### config.mk
export PLATFORM = sky130hd
export DESIGN_NAME = load_use_hazard
export DESIGN_NICKNAME = d
export VERILOG_FILES = /design/src/rtl/hzd_pkg.sv /design/src/rtl/hzd_src_cmp.sv /design/src/rtl/hzd_stall_ctl.sv /design/src/rtl/hzd_bubble_mux.sv /design/src/rtl/load_use_hazard.sv
export SDC_FILE = /design/constraint.sdc
export NUM_CORES = 1
export LEC_CHECK = 0
export ABC_AREA = 1
export BUFFER_PORTS_ARGS = -buffer_cell sky130_fd_sc_hd__buf_4
export CAP_MARGIN = 20
export CORE_AREA = 2 2 39 41
export DETAILED_ROUTE_END_ITERATION = 10
export DIE_AREA = 0 0 41 43
export GPL_TIMING_DRIVEN = 0
export PLACE_DENSITY = 0.59
export RECOVER_POWER = 50
export SYNTH_ARGS = -nofsm -noshare
export SYNTH_HDL_FRONTEND = slang
export SYNTH_SLANG_ARGS = --single-unit
export TNS_END_PERCENT = 50
### constraint.sdc
create_clock -name vclk -period 1.4
set_clock_uncertainty 0.2 [all_clocks]
set_input_delay 0.14 -clock vclk [all_inputs]
set_output_delay 0.14 -clock vclk [all_outputs]
set_load 0.1 [all_outputs]
### src/rtl/hzd_pkg.sv
package hzd_pkg;

    localparam int REG_W_DEF = 5;
    localparam int CTL_W_DEF = 9;
    localparam int NUM_SRC   = 2;

    typedef struct packed {
        logic stall;
        logic pc_we;
        logic fd_we;
        logic bub;
    } hz_dec_t;

    function automatic logic load_can_block(input logic mem_rd,
                                            input logic dst_zero,
                                            input logic skip_zero);
        return mem_rd && !(skip_zero && dst_zero);
    endfunction

endpackage

### src/rtl/hzd_src_cmp.sv
module hzd_src_cmp #(
    parameter int REG_W   = 5,
    parameter int NUM_SRC = 2
) (
    input  logic [NUM_SRC-1:0][REG_W-1:0] srcs,
    input  logic [REG_W-1:0]              dst,
    output logic [NUM_SRC-1:0]            hit,
    output logic                          dst_zero
);
    for (genvar i = 0; i < NUM_SRC; i++) begin : g_cmp
        assign hit[i] = (srcs[i] == dst);
    end

    assign dst_zero = (dst == '0);
endmodule

### src/rtl/hzd_stall_ctl.sv
module hzd_stall_ctl
    import hzd_pkg::*;
#(
    parameter int NUM_SRC   = 2,
    parameter bit SKIP_ZERO = 1'b1
) (
    input  logic [NUM_SRC-1:0] hit,
    input  logic               mem_rd,
    input  logic               dst_zero,
    output hz_dec_t            dec
);
    logic live;

    if (SKIP_ZERO) begin : g_skip
        assign live = load_can_block(mem_rd, dst_zero, 1'b1);
    end else begin : g_noskip
        assign live = load_can_block(mem_rd, dst_zero, 1'b0);
    end

    always_comb begin
        dec.stall = live && (|hit);
        dec.pc_we = !dec.stall;
        dec.fd_we = !dec.stall;
        dec.bub   = dec.stall;
    end
endmodule

### src/rtl/hzd_bubble_mux.sv
module hzd_bubble_mux #(
    parameter int CTL_W = 9
) (
    input  logic             bub,
    input  logic [CTL_W-1:0] ctl_in,
    output logic [CTL_W-1:0] ctl_out
);
    assign ctl_out = bub ? '0 : ctl_in;
endmodule

### src/rtl/load_use_hazard.sv
module load_use_hazard
    import hzd_pkg::*;
#(
    parameter int REG_W     = REG_W_DEF,
    parameter int CTL_W     = CTL_W_DEF,
    parameter bit SKIP_ZERO = 1'b1
) (
    input  logic [REG_W-1:0] dec_src_a,
    input  logic [REG_W-1:0] dec_src_b,
    input  logic [REG_W-1:0] ex_dst,
    input  logic             ex_mem_rd,
    input  logic [CTL_W-1:0] ctl_in,
    output logic             pc_wr_en,
    output logic             fd_wr_en,
    output logic             bubble_sel,
    output logic [CTL_W-1:0] ctl_out
);
    logic [NUM_SRC-1:0][REG_W-1:0] srcs;
    logic [NUM_SRC-1:0]            hit;
    logic                          dst_zero;
    hz_dec_t                       dec;

    assign srcs[0] = dec_src_a;
    assign srcs[1] = dec_src_b;

    hzd_src_cmp #(.REG_W(REG_W), .NUM_SRC(NUM_SRC)) u_cmp (
        .srcs     (srcs),
        .dst      (ex_dst),
        .hit      (hit),
        .dst_zero (dst_zero)
    );

    hzd_stall_ctl #(.NUM_SRC(NUM_SRC), .SKIP_ZERO(SKIP_ZERO)) u_ctl (
        .hit      (hit),
        .mem_rd   (ex_mem_rd),
        .dst_zero (dst_zero),
        .dec      (dec)
    );

    hzd_bubble_mux #(.CTL_W(CTL_W)) u_mux (
        .bub     (dec.bub),
        .ctl_in  (ctl_in),
        .ctl_out (ctl_out)
    );

    assign pc_wr_en   = dec.pc_we;
    assign fd_wr_en   = dec.fd_we;
    assign bubble_sel = dec.bub;

    always_comb begin
        p_no_load_no_stall_r3: assert (ex_mem_rd || !bubble_sel)
            else $error("R3: stall without a load in execute");
        if (SKIP_ZERO) begin
            p_zero_dst_free_r4: assert (ex_dst != '0 || !bubble_sel)
                else $error("R4: stall on register 0");
        end
        p_freeze_pair_r5: assert (pc_wr_en == fd_wr_en && pc_wr_en == !bubble_sel)
            else $error("R5: write enables disagree with bubble select");
        p_pass_through_r6: assert (bubble_sel || ctl_out == ctl_in)
            else $error("R6: control word altered without stall");
        p_bubble_clears_r7: assert (!bubble_sel || ctl_out == '0)
            else $error("R7: bubble word not zero");
        p_match_needed_r1: assert (!bubble_sel || ex_dst == dec_src_a || ex_dst == dec_src_b)
            else $error("R1: stall without a register match");
    end
endmodule

==> flow_summary.json, run 1 <==
{
  "critPathTopFamily": "buffers and inverters",
  "layout.nets": 137,
  "status": "complete, but fails checks",
  "dp_slack_ns": -0.3389,
  "fillers": 104,
  "critPathMaxFanout": 5,
  "grt_max_degree": 11,
  "synth_nets": 94,
  "grt_pass1_vias": 495,
  "p_total_mw": 0.5015,
  "rsz0062_at_grt": "yes",
  "end_kind": "output port",
  "grt_pass1_wl_um": 1828,
  "post-route-period-util": 1.069,
  "drc": 0,
  "ys_warn_count": 0,
  "power_density_nw_per_um2": 474.9,
  "n_clock_buffer": 0,
  "avgSynthCellArea_um2": 4.642,
  "path_buf_inv": 5,
  "viasPerCell": 4.167,
  "yosys-top-cells-area": "nand2_1 23%, inv_1 21%, a21oi_1 14%, nand2_4 7.0%, inv_2 5.9%",
  "fmax_mhz": 668.3,
  "cp_num_cells": 8,
  "drv_slew": 0,
  "grt_usage": 0.1369,
  "critPathSlowestCell": "bufinv_8",
  "cp_data_arrival_time_ns": 1.16,
  "period_needed_ns": 1.496,
  "slowest_delay_ns": 0.24,
  "drtAntennaViolNets": 0,
  "path_class": "primary input to output port",
  "violations": "negative setup slack",
  "ir_worst_vdd_mv": 0.3215,
  "drtIter0Drc": 4,
  "holdPathStages": 4,
  "overflow": 0,
  "finalHoldViolCount": 0,
  "rows": 14,
  "synth_top_area_cell": "nand2_1",
  "slew_headroom": 0.8206,
  "path_cells": "buf_8, inv_4, nand4_1, o21ai_2, bufinv_8, nand2_8, buf_6, buf_12",
  "seq_cell_count": 0,
  "die_w_um": 41,
  "synth_top_area_frac": 0.2344,
  "vias": 525,
  "tightest_slew_ns": 0.2672,
  "io_pins": 37,
  "ys_types": 14,
  "wirelength_um": 1114,
  "regArea_um2": 0,
  "gp_congestion": 0.7245,
  "antenna_cells": 0,
  "grt_antenna_before_repair": 0,
  "numPortBuffers": 37,
  "fp.dieH_um": 43,
  "syn_inst": 69,
  "fin_ws_ns": -0.09636,
  "post_drt_wl_per_cell_um": 8.841,
  "postLayoutCoreUtil": 0.7631,
  "initial_core_util": 0.2315,
  "setup_violations": 12,
  "cp-start-kind": "primary input",
  "hpwlAfterDp_um": 845.9,
  "cp.required_ns": 1.06,
  "cap_violations": 0,
  "syn_area_um2": 320.3,
  "die-area_um2": 1763,
  "drive_gt1_frac": 0.6636,
  "core_area_um2": 1384,
  "yosysSeqAreaShare": 0,
  "dr.pass1.iters": 4,
  "post_dp_cell_area_um2": 740.7,
  "finalInstanceArea_um2": 1056,
  "min-delay-path-class": "primary input to output port",
  "areaGrowthSynthToFinish_pct": 229.7,
  "p_leak_nw": 0.5474
}
## through the flow
step | hold slack [ns] | TNS [ns] | std cells
2_1_floorplan | 0.2722 | -1.934 | 69
3_3_place_gp | 0.5165 | -2.982 | 122
3_5_place_dp | 0.5191 | -3.145 | 122
4_1_cts | 0.4634 | -1.195 | 125
5_1_grt | 0.4722 | -1.526 | 126
6_report | 0.4618 | -0.8538 | 126
## cells by family (layout without fill, tap and decap cells)
family          count (synthesis)  in the layout  share of synthesized area
buf+inv                        24             64                     0.2930
compound gates                 10             10                     0.1562
xor+xnor                        2              2                    0.05470
simple gates                   33             34                     0.4961
## placed cells by master, fill, tap and decap left out, types with 2 or more instances in the layout
cell | synthesis | final
a21oi_4 | 0 | 9
buf_12 | 0 | 14
nand3_4 | 0 | 2
nor2_2 | 2 | 5
nand2_4 | 2 | 2
nand2_2 | 2 | 4
bufinv_8 | 0 | 2
inv_4 | 0 | 5
inv_1 | 18 | 16
buf_8 | 0 | 2
buf_4 | 1 | 20
nand2_8 | 0 | 2
buf_6 | 0 | 4
nand2_1 | 20 | 17
xnor2_1 | 2 | 2
## worst min-delay path: stages
cell and delay (ns):
buf_4 0.11, inv_1 0.08, a21oi_4 0.04, buf_12 0.16
## power breakdown
group | switching [mW] | internal [mW]
registers | 0 | 0
logic | 0.290 | 0.212
clock network | 0 | 0
total | 0.290 | 0.212
## synthesized netlist by cell type, drive strengths merged
library cell / number
a21oi: 9
o21ai: 1
nor2: 6
nand3: 2
buf: 1
nand2: 24
inv: 23
nand4: 1
xnor2: 2
## timing repair
item | CTS | global route
gates cloned | 1 | 1
gates resized for setup | 46 | 14
endpoints found under the setup margin | 12 | 12
hold endpoints to repair | 0 | 0
hold buffers | 0 | 0
buffers inserted | 2 | 0
pin swaps | 13 | 12
## layer usage
metal,wire [um],track usage
met1,456,0.1741
met3,45,0.005236
met5,0,0
met4,0,0
met2,612,0.2531
## final cells by class
type	count	area [um^2]	area share
timing repair inverter	1	17.52	0.01659
multi-input combinational	46	400.4	0.3791
timing repair buffer	39	494.2	0.4680
inverter	23	112.6	0.1066
buffer	1	11.26	0.01066
tap	16	20.02	0.01896
## final timing paths
| kind | start | end | slack (ns) |
|---|---|---|---|
| worst max-delay path | ex_dst[0] | pc_wr_en | -0.1 |
| worst min-delay path | ctl_in[4] | ctl_out[4] | 0.46 |
No activity file was read; power rests on OpenSTA's default activity.
==> inputs of run 2 (changes only) <==
--- a/config.mk
+++ b/config.mk
@@ -12,7 +12,7 @@
 export DETAILED_ROUTE_END_ITERATION = 10
 export DIE_AREA = 0 0 41 43
 export GPL_TIMING_DRIVEN = 0
-export PLACE_DENSITY = 0.59
+export PLACE_DENSITY = 0.61
 export RECOVER_POWER = 50
 export SYNTH_ARGS = -nofsm -noshare
 export SYNTH_HDL_FRONTEND = slang
==> constraint.sdc (replaced) <==
create_clock -name vclk -period 1.3
set_clock_uncertainty 0.2 [all_clocks]
set_input_delay 0.13 -clock vclk [all_inputs]
set_output_delay 0.13 -clock vclk [all_outputs]
set_load 0.1 [all_outputs]
==> run 2 against run 1 <==
The run still ends with negative setup slack left. Total power grew 10%. Worst setup slack lost 0.087 ns. Worst hold slack lost 0.019 ns. Via count grew 1.9%. Routed wire length grew 13%. Cell count grew 0.79%. Non-clock buffer count grew 1. Sequential share of layout area is the same. Critical path depth grew 2. Combinational power grew 11%. Critical path type unchanged. Highest routed layer unchanged.
==> flow_summary.json, run 2 (synthesized netlist as in run 1, its figures left out) <==
{
  "status": "complete, but fails checks",
  "violations": "negative setup slack",
  "power_density_nw_per_um2": 510.3,
  "grt_usage": 0.1708,
  "grt_busiest_layer": "met2",
  "grt_use_met3": 0.005236,
  "grt.met2_usage": 0.3219,
  "setup_violations": 12,
  "cp-start-kind": "primary input",
  "vias": 535,
  "gp_congestion": 0.7399,
  "hpwlAfterDp_um": 866.6,
  "drtAntennaViolNets": 0,
  "finalHoldViolCount": 0,
  "n_clock_buffer": 0,
  "rows": 14,
  "cp.required_ns": 0.97,
  "period_needed_ns": 1.483,
  "cp_data_arrival_time_ns": 1.15,
  "tightest_slew_ns": 0.1850,
  "drv_slew": 0,
  "post-route-period-util": 1.141,
  "dr.pass1.iters": 2,
  "min-delay-path-class": "primary input to output port",
  "slew_headroom": 0.8761,
  "wirelength_um": 1263,
  "areaGrowthSynthToFinish_pct": 238.7,
  "fin_ws_ns": -0.1830,
  "core_area_um2": 1384,
  "overflow": 0,
  "numPortBuffers": 37,
  "drive_gt1_frac": 0.6847,
  "met1_usage": 0.2120,
  "layout.nets": 138,
  "finalInstanceArea_um2": 1085,
  "initial_core_util": 0.2315,
  "p_total_mw": 0.5536,
  "path_class": "primary input to output port",
  "fmax_mhz": 674.3,
  "seq_cell_count": 0,
  "post_drt_wl_per_cell_um": 9.945,
  "drtIter0Drc": 1,
  "grt_max_degree": 6,
  "final_common_cell": "buf_4",
  "drc": 0,
  "grt_antenna_before_repair": 0,
  "p_sw_mw": 0.3230,
  "critPathMaxFanout": 3,
  "switching_share": 0.5835,
  "antenna_cells": 0,
  "regArea_um2": 0,
  "p_leak_nw": 0.5591,
  "viasPerCell": 4.213,
  "layout_common_cells": "21 x buf_4, 18 x nand2_1, 16 x inv_1",
  "post_dp_cell_area_um2": 740.7,
  "io_pins": 37,
  "grt_pass1_wl_um": 2187,
  "p_clk_frac": 0,
  "ir_worst_vdd_mv": 0.3530,
  "die_w_um": 41,
  "combPwrFrac": 1.000,
  "grt_pass1_vias": 524,
  "ctsHoldBuffers": 0,
  "p_int_mw": 0.2306,
  "dp_slack_ns": -0.4127,
  "power.share.sequential": 0,
  "rsz0062_at_grt": "yes",
  "whs_ns": 0.4428,
  "fp.dieH_um": 43,
  "cap_violations": 0,
  "die-area_um2": 1763,
  "end_kind": "output port"
}
## run 2: metrics by stage
step                      instances  TNS [ns]    util
after detailed placement        122    -4.003  0.5353
after global routing            127    -2.262  0.7839
after CTS                       127    -1.603  0.7586
after floorplan                  69    -2.814       -
final                           127    -1.665  0.7839
after global placement          122    -3.901  0.5353
## run 2: final cells by class
cell class	count	area [um^2]
timing repair inverter	1	6.256
fill	97	299.0
tap	16	20.02
buffer	1	11.26
inverter	23	115.1
multi-input combinational	46	430.4
timing repair buffer	40	501.7
## run 2: power groups by stage
stage / combinational [mW] / clock [mW] / sequential, mW
2_1_floorplan: 0.293 / 0 / 0
3_5_place_dp: 0.406 / 0 / 0
4_1_cts: 0.539 / 0 / 0
6_report: 0.554 / 0 / 0
3_3_place_gp: 0.402 / 0 / 0
5_1_grt: 0.579 / 0 / 0
## run 2: what timing repair did
item / in CTS / in global routing
pin swaps: 12 / 11
setup endpoints to repair: 12 / 12
gates resized for setup: 59 / 9
cloned: 2 / 0
setup buffers: 3 / 0
## run 2: final timing paths
kind,cells past startpoint,from,endpoint,slack (ns)
max,10,dec_src_b[0],ctl_out[2],-0.18
min,4,ctl_in[0],ctl_out[0],0.44
## run 2: critical path, cell delays in order
cell,delay [ns]
buf_8,0.10
nand2_4,0.06
inv_4,0.03
nor2_4,0.09
nor2_4,0.05
nand3_4,0.12
nand2_8,0.08
buf_6,0.13
a21oi_4,0.16
buf_12,0.19
## run 2: layer usage
| layer | wire length (um) | up-vias | share of wire |
|---|---|---|---|
| met5 | 0 | - | 0 |
| met4 | 0 | 0 | 0 |
| met3 | 45 | 0 | 0.036 |
| li1 | - | 284 | - |
| met2 | 751 | 14 | 0.59 |
| met1 | 466 | 237 | 0.37 |
==> inputs of run 3 (changes only) <==
--- a/config.mk
+++ b/config.mk
@@ -5,14 +5,14 @@
 export SDC_FILE = /design/constraint.sdc
 export NUM_CORES = 1
 export LEC_CHECK = 0
-export ABC_AREA = 1
+export ABC_AREA = 0
 export BUFFER_PORTS_ARGS = -buffer_cell sky130_fd_sc_hd__buf_4
 export CAP_MARGIN = 20
 export CORE_AREA = 2 2 39 41
 export DETAILED_ROUTE_END_ITERATION = 10
 export DIE_AREA = 0 0 41 43
 export GPL_TIMING_DRIVEN = 0
-export PLACE_DENSITY = 0.61
+export PLACE_DENSITY = 0.56
 export RECOVER_POWER = 50
 export SYNTH_ARGS = -nofsm -noshare
 export SYNTH_HDL_FRONTEND = slang
==> run 3 against run 2 <==
The flow still finishes with violations (negative setup slack). Design area is 18% lower. Area after synthesis is 18% lower. Via count is 30% lower. Critical path type unchanged.
==> flow_summary.json, run 3 <==
{
  "status": "complete, but fails checks",
  "gp_congestion": 0.6860,
  "violations": "negative setup slack",
  "areaGrowthSynthToFinish_pct": 236.7,
  "setup_violations": 12,
  "cp-start-kind": "primary input",
  "n_clock_buffer": 0,
  "cp.required_ns": 0.97,
  "drc": 0,
  "yosys-top-cells-count": "10 x xnor2_1, 9 x a21boi_2, 3 x nand2_1",
  "p_total_mw": 0.4854,
  "holdPathStages": 3,
  "combPwrFrac": 1.000,
  "switching_share": 0.5386,
  "fp.dieH_um": 43,
  "wirelength_um": 1025,
  "initial_core_util": 0.1899,
  "cap_violations": 0,
  "avgSynthCellArea_um2": 8.476,
  "setup_tns_ns": -5.977,
  "seq_cell_count": 0,
  "dp_slack_ns": -0.6454,
  "fmax_mhz": 541.3,
  "antenna_cells": 0,
  "synth_nets": 56,
  "power_density_nw_per_um2": 548.8,
  "cp_data_arrival_time_ns": 1.52,
  "power.share.sequential": 0,
  "period_needed_ns": 1.848,
  "synth_top_area_frac": 0.3857,
  "rows": 14,
  "grt_max_degree": 11,
  "post-route-period-util": 1.421,
  "overflow": 0,
  "yosysSeqAreaShare": 0,
  "critPathMaxFanout": 5,
  "post_drt_wl_per_cell_um": 11.65,
  "grt_pass1_vias": 389,
  "hold_end": "ctl_out[7]",
  "ys_warn_count": 0,
  "io_pins": 37,
  "ir_worst_vdd_mv": 0.3300,
  "slew_headroom": 0.8586,
  "layout.nets": 99,
  "yosys-top-cells-area": "a21boi_2 39%, xnor2_1 33%, buf_6 4.3%, nand2_1 4.3%, nand3_1 3.8%",
  "ctsHoldBuffers": 0,
  "tightest_slew_ns": 0.2122,
  "synth_top_area_cell": "a21boi_2",
  "p_clk_frac": 0,
  "finalHoldViolCount": 0,
  "regArea_um2": 0,
  "layout_common_cells": "25 x buf_4, 13 x buf_12, 10 x xnor2_1",
  "ys_types": 11,
  "syn_area_um2": 262.8,
  "drtIter0Drc": 4,
  "fin_ws_ns": -0.5475,
  "p_int_mw": 0.2240,
  "hpwlAfterDp_um": 720.4,
  "vias": 377,
  "drv_slew": 0,
  "die-area_um2": 1763,
  "grt_pass1_wl_um": 1690,
  "yosysMostFrequentCell": "xnor2_1",
  "end_kind": "output port",
  "final_common_cell": "buf_4",
  "dp.cells": 84,
  "p_leak_nw": 0.4146,
  "drtAntennaViolNets": 0,
  "path_class": "primary input to output port",
  "rsz0062_at_grt": "yes",
  "core_area_um2": 1384,
  "grt_usage": 0.1319,
  "die_w_um": 41,
  "numPortBuffers": 37,
  "min-delay-path-class": "primary input to output port",
  "drive_gt1_frac": 0.7917,
  "syn_inst": 31,
  "p_sw_mw": 0.2615,
  "dr.pass1.iters": 2,
  "viasPerCell": 4.284,
  "grt_antenna_before_repair": 0,
  "final_cells": 88,
  "hold_path.startpoint": "ctl_in[7]"
}
==> run 3: routing by layer <==
layer | wire (um) | vias up | track usage
met5 | 0 | - | 0
met3 | 35 | 0 | 0
met4 | 0 | 0 | 0
li1 | - | 193 | -
met1 | 371 | 176 | 0.1709
met2 | 617 | 8 | 0.2438
==> run 3: cell families (layout without fill, tap and decap cells) <==
kind of cell,Yosys count,count (layout),synth area share
buffers and inverters,3,44,0.09047
AND/OR/NAND/NOR,7,7,0.1381
AO/OA/AOI/OAI,11,11,0.4381
XOR/XNOR,10,10,0.3333
==> run 3: worst max-delay path by stage <==
stage / cells after the start / end / slack [ns] / startpoint
after floorplan: 4 / ctl_out[0] / -0.62 / ex_dst[0]
after detailed placement: 6 / ctl_out[0] / -0.65 / ex_dst[0]
after global routing: 6 / ctl_out[6] / -0.58 / ex_dst[0]
final: 6 / ctl_out[6] / -0.55 / ex_dst[0]
after global placement: 6 / ctl_out[2] / -0.64 / ex_dst[0]
after CTS: 6 / ctl_out[0] / -0.53 / ex_dst[3]
==> run 3: what timing repair did <==
item | 4_1_cts | 5_1_grt
setup buffers | 1 | 2
gates cloned | 1 | 0
pin swaps | 11 | 3
gates resized for setup | 45 | 4
setup endpoints to repair | 12 | 12
==> run 3: stage by stage <==
stage	hold WS (ns)	cell area [um^2]	util
2_1_floorplan	0.2781	341.6	-
3_3_place_gp	0.5135	639.4	0.4620
3_5_place_dp	0.5146	639.4	0.4620
4_1_cts	0.4615	853.3	0.6166
5_1_grt	0.4649	884.6	0.6392
6_report	0.4607	884.6	0.6392
==> run 3: final cells by class <==
class / instances / area (um^2)
Buffer: 3 / 42.54
Timing Repair Buffer: 41 / 496.7
Fill cell: 115 / 499.2
Tap cell: 16 / 20.02
Multi-Input combinational cell: 28 / 325.3
==> run 3: power by group through the flow <==
| stage | Sequential [mW] | Combinational [mW] | Clock [mW] |
|---|---|---|---|
| floorplan | 0 | 0.273 | 0 |
| global placement | 0 | 0.378 | 0 |
| detailed placement | 0 | 0.379 | 0 |
| CTS | 0 | 0.476 | 0 |
| global route | 0 | 0.503 | 0 |
| finish | 0 | 0.485 | 0 |
==> run 3: worst max-delay path: stages <==
cell and delay, ns:
buf_8 0.10, or4_4 0.53, o21a_4 0.24, buf_12 0.15, a21boi_4 0.18, buf_12 0.19
